File: src/rtl/tmr_pkg.sv
package tmr_pkg;
  localparam int ADDR_W = 3;

  localparam logic [ADDR_W-1:0] A_LO0  = 3'd0;
  localparam logic [ADDR_W-1:0] A_HI0  = 3'd1;
  localparam logic [ADDR_W-1:0] A_LO1  = 3'd2;
  localparam logic [ADDR_W-1:0] A_HI1  = 3'd3;
  localparam logic [ADDR_W-1:0] A_CFG  = 3'd4;

  typedef enum logic [1:0] {
    LAY_13    = 2'd0,
    LAY_16    = 2'd1,
    LAY_RLD   = 2'd2,
    LAY_SPLIT = 2'd3
  } tmr_lay_e;

  typedef struct packed {
    logic     gate_en;
    logic     ext_src;
    tmr_lay_e lay;
  } tmr_cfg_t;
endpackage

File: src/rtl/tmr_prescale.sv
module tmr_prescale #(
  parameter int SLOW_DIV = 12,
  parameter int FAST_DIV = 4
) (
  input  logic clk,
  input  logic rst_n,
  input  logic fast_sel,
  output logic tick
);
  localparam int CW = $clog2(SLOW_DIV);

  logic [CW-1:0] cnt_q;
  logic [CW-1:0] last;

  assign last = fast_sel ? CW'(FAST_DIV - 1) : CW'(SLOW_DIV - 1);
  assign tick = (cnt_q == last);

  always_ff @(posedge clk) begin
    if (!rst_n)             cnt_q <= '0;
    else if (cnt_q >= last) cnt_q <= '0;
    else                    cnt_q <= cnt_q + 1'b1;
  end
endmodule

File: src/rtl/tmr_edge.sv
module tmr_edge #(
  parameter int N = 2
) (
  input  logic         clk,
  input  logic         rst_n,
  input  logic [N-1:0] pin,
  output logic [N-1:0] fall
);
  logic [N-1:0] cur_q, prev_q;

  always_ff @(posedge clk) begin
    if (!rst_n) begin
      cur_q  <= '0;
      prev_q <= '0;
    end else begin
      cur_q  <= pin;
      prev_q <= cur_q;
    end
  end

  assign fall = prev_q & ~cur_q;
endmodule

File: src/rtl/tmr_core.sv
module tmr_core
  import tmr_pkg::*;
#(
  parameter bit SPLIT_OK = 1'b1
) (
  input  logic     clk,
  input  logic     rst_n,
  input  tmr_lay_e lay,
  input  logic     inc,
  input  logic     inc_hi,
  input  logic     wr_lo,
  input  logic     wr_hi,
  input  logic [7:0] wdata,
  output logic [7:0] lo,
  output logic [7:0] hi,
  output logic     ovf,
  output logic     ovf_hi
);
  logic [7:0]  lo_n, hi_n;
  logic [12:0] v13, v13_n;
  logic [15:0] v16_n;

  assign v13   = {hi, lo[4:0]};
  assign v13_n = v13 + 13'd1;
  assign v16_n = {hi, lo} + 16'd1;

  always_comb begin
    lo_n   = lo;
    hi_n   = hi;
    ovf    = 1'b0;
    ovf_hi = 1'b0;
    unique case (lay)
      LAY_13: if (inc) begin
        lo_n = {lo[7:5], v13_n[4:0]};
        hi_n = v13_n[12:5];
        ovf  = &v13;
      end
      LAY_16: if (inc) begin
        {hi_n, lo_n} = v16_n;
        ovf = &{hi, lo};
      end
      LAY_RLD: if (inc) begin
        if (&lo) begin
          lo_n = hi;
          ovf  = 1'b1;
        end else begin
          lo_n = lo + 8'd1;
        end
      end
      LAY_SPLIT: if (SPLIT_OK) begin
        if (inc) begin
          lo_n = lo + 8'd1;
          ovf  = &lo;
        end
        if (inc_hi) begin
          hi_n   = hi + 8'd1;
          ovf_hi = &hi;
        end
      end
    endcase
  end

  always_ff @(posedge clk) begin
    if (!rst_n) begin
      lo <= '0;
      hi <= '0;
    end else begin
      lo <= wr_lo ? wdata : lo_n;
      hi <= wr_hi ? wdata : hi_n;
    end
  end
endmodule

File: src/rtl/tmr_pair.sv
module tmr_pair
  import tmr_pkg::*;
#(
  parameter int SLOW_DIV = 12,
  parameter int FAST_DIV = 4
) (
  input  logic       clk,
  input  logic       rst_n,
  input  logic       wr_en,
  input  logic [2:0] addr,
  input  logic [7:0] wdata,
  output logic [7:0] rdata,
  input  logic       fast_sel,
  input  logic [1:0] run,
  input  logic [1:0] cnt_in,
  input  logic [1:0] gate_in,
  input  logic [1:0] flag_clr,
  output logic [1:0] ovf_flag,
  output logic [1:0] ovf_pulse
);
  localparam int NU = 2;

  logic [7:0] cfg_q;
  logic       tick;
  logic [NU-1:0] fall, inc, ovf, ovf_hi, set_v;
  logic [7:0] lo_v [NU];
  logic [7:0] hi_v [NU];
  tmr_cfg_t   cfg_v [NU];

  tmr_prescale #(.SLOW_DIV(SLOW_DIV), .FAST_DIV(FAST_DIV)) u_pre (
    .clk(clk), .rst_n(rst_n), .fast_sel(fast_sel), .tick(tick)
  );

  tmr_edge #(.N(NU)) u_edge (
    .clk(clk), .rst_n(rst_n), .pin(cnt_in), .fall(fall)
  );

  for (genvar i = 0; i < NU; i++) begin : g_unit
    logic allow;
    assign cfg_v[i] = tmr_cfg_t'(cfg_q[4*i +: 4]);
    assign allow    = run[i] & (~cfg_v[i].gate_en | gate_in[i]);
    assign inc[i]   = allow & (cfg_v[i].ext_src ? fall[i] : tick);

    tmr_core #(.SPLIT_OK(i == 0)) u_core (
      .clk(clk), .rst_n(rst_n),
      .lay(cfg_v[i].lay),
      .inc(inc[i]),
      .inc_hi((i == 0) ? (run[1] & tick) : 1'b0),
      .wr_lo(wr_en && addr == 3'(2*i)),
      .wr_hi(wr_en && addr == 3'(2*i + 1)),
      .wdata(wdata),
      .lo(lo_v[i]), .hi(hi_v[i]),
      .ovf(ovf[i]), .ovf_hi(ovf_hi[i])
    );
  end

  assign set_v[0] = ovf[0];
  assign set_v[1] = (cfg_v[0].lay == LAY_SPLIT) ? ovf_hi[0] : (ovf[1] | ovf_hi[1]);

  always_ff @(posedge clk) begin
    if (!rst_n) begin
      cfg_q     <= '0;
      ovf_flag  <= '0;
      ovf_pulse <= '0;
    end else begin
      if (wr_en && addr == A_CFG) cfg_q <= wdata;
      ovf_flag  <= (ovf_flag & ~flag_clr) | set_v;
      ovf_pulse <= set_v;
    end
  end

  always_comb begin
    case (addr)
      A_LO0:   rdata = lo_v[0];
      A_HI0:   rdata = hi_v[0];
      A_LO1:   rdata = lo_v[1];
      A_HI1:   rdata = hi_v[1];
      A_CFG:   rdata = cfg_q;
      default: rdata = 8'h00;
    endcase
  end
endmodule

File: config.mk
export PLATFORM = sky130hd
export DESIGN_NAME = tmr_pair
export DESIGN_NICKNAME = d
export VERILOG_FILES = /design/src/rtl/tmr_pkg.sv /design/src/rtl/tmr_prescale.sv /design/src/rtl/tmr_edge.sv /design/src/rtl/tmr_core.sv /design/src/rtl/tmr_pair.sv
export SDC_FILE = /design/constraint.sdc
export NUM_CORES = 1
export LEC_CHECK = 0
export BUFFER_PORTS_ARGS = -buffer_cell sky130_fd_sc_hd__buf_2
export CAP_MARGIN = 10
export CELL_PAD_IN_SITES_DETAIL_PLACEMENT = 0
export CELL_PAD_IN_SITES_GLOBAL_PLACEMENT = 2
export CORE_ASPECT_RATIO = 2
export CORE_MARGIN = 4
export CORE_UTILIZATION = 32
export DETAILED_ROUTE_END_ITERATION = 16
export HOLD_SLACK_MARGIN = 0.06
export PLACE_DENSITY = 0.73
export RECOVER_POWER = 50
export SYNTH_ARGS = -nofsm -noshare
export SYNTH_HDL_FRONTEND = slang
export SYNTH_SLANG_ARGS = --single-unit
File: constraint.sdc
create_clock -name clk -period 2 [get_ports clk]
set_input_delay 0 -clock clk [delete_from_list [all_inputs] [get_ports clk]]
set_output_delay 0 -clock clk [all_outputs]
set_load 0.005 [all_outputs]
# == After elaboration in Yosys (flattened, before gate mapping) ==
# Index checks and enable logic that the tools add are counted.
# Widths: inputs -> output; s select.
# classes
n_addsub,8
magnitude_cmp,1
eq_ne,24
muxes,39
bitwise_logic,15
n_reduce_logical,26
# op_table
cell,count
$mux 8,16
$pmux 8 s3,2
$pmux 8 s5,1
$ne 3x1->1 const B,12
$add 16x1->16 const B,2
$pmux 8 s4,1
$reduce_and 16->1,2
$add 13x1->13 const B,2
$reduce_and 13->1,2
$add 8x1->8 const B,3
$reduce_and 8->1,3
$reduce_and 4->1,5
$pmux 8 s2,1
$mux 1,13
$mux 5,2
$reduce_bool 4->1,2
$eq 2x2->1 const B,3
$eq 3x2->1 const B,2
$reduce_bool 3->1,2
$and 1x1->1,5
$logic_and 1x1->1,5
$add 4x1->4 const B,1
$and 2x2->2,2
$eq 2x1->1 const B,2
16 further kinds,22
# totals
reg_bits,52
output_inout_bits,12

# == Depth between registers and ports, before layout ==
# logic_depth
ltp_word,8
depth_mapped,10
depth_no_buf,8

# == Hierarchy ==
# From an unflattened synthesis, not the netlist that was laid out.
# unflattened
hier_cells,480
area_unflattened_um2,3891.2
# modules_own_cells
mod,instances,cells_each,area_per_inst_um2,seq_area_each_um2
tmr_core (g_unit[0].u_core),1,189,1452.6,320.3
tmr_core (g_unit[1].u_core),1,158,1246.2,320.3
tmr_pair,1,106,905.9,240.2
tmr_prescale,1,17,168.9,80.1
tmr_edge,1,10,117.6,80.1

# == Worst setup path before layout ==
# Ideal clock, no wire load.
# synth_timing
path_type,register -> register
from,register cfg_q[1]
to,register g_unit[0].u_core.lo[3]
setup_time_ps,119
arrival_ps,1968
required_time_ps,1881
slack_ps,-87
path_stages_with_launch,10
synth_period_minus_slack_ps,2087
path_cell_list,dfxtp_1 inv_1 ha_1 clkbuf_1 or2_1 buf_2 a211o_4 and2_1 o21a_1 o221a_1
# synth_between
elab_chain_cells,3
elab_cells_between_ends,11
# synth_lines
item,line_no,rtl
from (decl),tmr_pair.sv:23,logic [7:0] cfg_q;
from (signal assigned),tmr_pair.sv:66,if (wr_en && addr == A_CFG) cfg_q <= wdata;
"$eq 2x2->1, or another cell as far along",tmr_core.sv:32,unique case (lay)
$ne 3x1->1 (no source line) / $pmux 8 s4 (equally long branches),n/a,
$reduce_and 4->1 (no source line) / $mux 8 (equally long branches),n/a,
to (signal assigned),tmr_core.sv:68,lo <= wr_lo ? wdata : lo_n;
to (decl),tmr_core.sv:14,"output logic [7:0] lo,"
# Parallel ways exist; a longest one is shown, timed or not.
# A chain may end at the register's enable or synchronous reset.

# == Worst setup path in the final report ==
# layout_timing
from,register cfg_q[5]
to,register g_unit[1].u_core.hi[5]
# layout_between
elab_chain_cells,3
elab_cells_between_ends,8
# layout_lines
item,line_no,rtl
$eq 2x1->1 / $logic_not 2->1 (equally long branches),tmr_core.sv:32,
"$ne 3x1->1 (no source line), or another cell as far along",n/a,
$reduce_and 3->1 (no source line) / $mux 8 (equally long branches),n/a,
to (signal assigned),tmr_core.sv:69,hi <= wr_hi ? wdata : hi_n;
to (decl),tmr_core.sv:15,"output logic [7:0] hi,"
# Parallel ways exist; a longest one is shown, timed or not.

==> metrics.txt <==
synthesis-to-finish area growth=30.6%; Hold WC Path Type=primary input to register; Mapped Nets=515; H-tree depth=2; #FFs+latches synth=52; # IOs=35; top post-synthesis cells by area=dfxtp_1 (28%), mux2i_1 (6.4%), ha_1 (5.3%); number of global-route vias before repair=4,143; GR Overflow Total=0; fin crit period=1.96 ns; final cell utilization of the core=0.431; ys async rst share=0; Synth Instances=476; Root Buffer=clkbuf_16; Placer Congestion=0.928; Overall Power=2.47 mW; critical path arrival=2.15 ns; family with the most delay on the worst path=simple AND/OR/NAND/NOR gates; Required @ worst endpoint=2.19 ns; count leader, synth=dfxtp_1; Sw Share=0.286; Worst path slowest cell=dfxtp_1; layout cells sized above 1=0.267; crit path cell chain=inv_1 -> ha_2 -> nand4_1 -> nor3_1 -> o2111ai_2 -> buf_6 -> nor3_2 -> xnor2_1 -> a21oi_1; Max-cap violations=0; fmax=0.510 GHz; clk sinks=52; Crit Path Category=register to register; Worst Skew=0.00328 ns; multiplexer share of the synthesized area=0.0726; commonest cells in the netlist=dfxtp_1 (52), o21ai_0 (38), nor2_1 (36); Die Ht=162 um; IR drop worst, VDD=440 uV; Leak Pwr=1.94 nW; die width=84.8 um; status=finished clean; fin crit share=0.980; DR vias/cell=5.77; starting density of the core=0.330; Port Buffers=34; Total GRT Usage=0.219; Ant. Diodes=0; Post-Synth Simple-Gate Area=0.242; Core Region=11,400 sq um; Rel. slew slack=0.551; area leader, netlist=dfxtp_1; vias post-DR=4,108; Unique masters post-synth=71; CP Max Fanout=4; DRT iter0 DRCs=227; CTS tree=yes; combinational share of power=0.178; Mapped Avg Cell Area=7.93 sq um; DIE AREA=13,700 sq um; Nets=608; post-DP HPWL=11,900 um; RSZ-0062 raised after global routing=true; drt wl/cell=21.0 um; Setup violations, final=0; Worst setup EP type=register; post-route ant nets=0; Worst Tran Pin Value=0.674 ns; Synth Cell Area=3770 sq um; first-pass GRT wire length=23,000 um; Post-synth EDFFs=0; final instance area=4930 sq um; FP Rows=55; Slew Limit Fails=0; CP max stage delay=0.31 ns; total CTS buffers=5; Post-Synth XOR/XNOR Area=0.0325; sequential share of power=0.446; Routed WL=15,000 um; clock slew at reported path FFs=0.07 ns; largest buffer count on any clock path=2; Min Hold Slack=0.0762 ns; register area share after synthesis=0.276; P per Cell Area=501 nW/um^2; P_sw=0.707 mW; area post-placement=4560 sq um; largest net degree at the start of global routing=35; Compound-Gate Fraction of Synth Area=0.276; Synth Flop Type=dfxtp_1; main combinational cell family by area after synthesis=compound AO/OA/AOI/OAI gates; Clk network pwr share=0.376; Worst-Skew Late Latency=0.30 ns; initial antenna violation count=0; number of buffers and inverters on the critical path=2; drt drc=0; Pint=1.76 mW; Synth Area in Adders=0.0530; Critical Path Start Type=register; top cell type's share of synthesized area=0.276; First-pass DRT Iterations=4; number of synthesis warnings=0; Hold Fails Final Rpt=0
area by class of cell:
| cell class | count | area, sq um |
|---|---|---|
| clock inverters | 1 | 7.51 |
| inverters | 14 | 52.6 |
| fillers | 1211 | 6490 |
| clock buffers | 7 | 143 |
| flip-flops and latches | 52 | 1050 |
| well taps | 142 | 178 |
| multi-input cells | 380 | 2700 |
| repair buffers | 116 | 798 |
path summary, 6_finish.rpt:
| kind | start | end | slack [ns] | cells past startpoint |
|---|---|---|---|---|
| setup / recovery | cfg_q[5] | g_unit[1].u_core.hi[5] | 0.04 | 9 |
| hold / removal | wdata[2] | g_unit[1].u_core.hi[2] | 0.08 | 2 |
| setup reg to reg | cfg_q[5] | g_unit[1].u_core.hi[5] | 0.04 | 9 |
| hold reg to reg | u_edge.cur_q[0] | u_edge.prev_q[0] | 0.45 | 1 |
power by group through the flow:
stage                     registers [mW]  clock network (mW)  logic [mW]
after floorplan                     1.12                   0       0.224
after global placement              1.13                   0       0.407
after detailed placement            1.13                   0       0.410
after CTS                           1.10               0.948       0.426
after global routing                1.11               0.980       0.480
final                               1.10               0.927       0.440
cell usage in the layout (no fill, tap or decap), types with 13 or more instances in the layout:
master,n
inv_1,14
dfxtp_1,50
nor3_1,13
nand3_1,26
buf_2,27
buf_4,71
nand2_1,24
a21oi_1,24
mux2i_1,24
nor2_1,33
o21ai_0,37
logic make-up (layout without fill, tap and decap cells):
family	Yosys count	count (layout)
DFF	52	52
adders and majority gates	16	16
muxes	26	26
xor gates and xnor gates	14	14
buffers and inverters	44	138
and+or+nand+nor	171	171
AOI/OAI and AO/OA	153	153
flip-flops by register name (all words and copies together) (netlist names):
register / flops
u_pre.cnt_q: 4
u_edge.prev_q: 2
ovf_flag: 2
ovf_pulse: 2
g_unit.u_core.hi: 16
u_edge.cur_q: 2
cfg_q: 8
g_unit.u_core.lo: 16
per-stage QoR:
step,setup slack (ns),setup TNS [ns],instances
after detailed placement,-0.0477,-0.0852,697
after CTS,-0.00155,-0.00155,711
final,0.0392,0,712
after floorplan,0.0313,0,476
after global placement,-0.0471,-0.128,697
after global routing,-0.0460,-0.302,712
per-layer routing:
layer | vias to the layer above | wire (um) | track usage
met5 | - | 0 | 0
met4 | 0 | 1230 | 0.159
met3 | 47 | 452 | 0.0209
met2 | 107 | 7960 | 0.410
met1 | 1968 | 5330 | 0.217
li1 | 1986 | - | -
timing repair:
action | in CTS | in global routing
gates resized for setup | 4 | 33
buffers inserted | 1 | 1
pin swaps | 2 | 6
endpoints found under the setup margin | 7 | 20
endpoints found under the hold margin | 6 | 0
hold buffers | 6 | 0
Power figures use the tool's default switching activity.
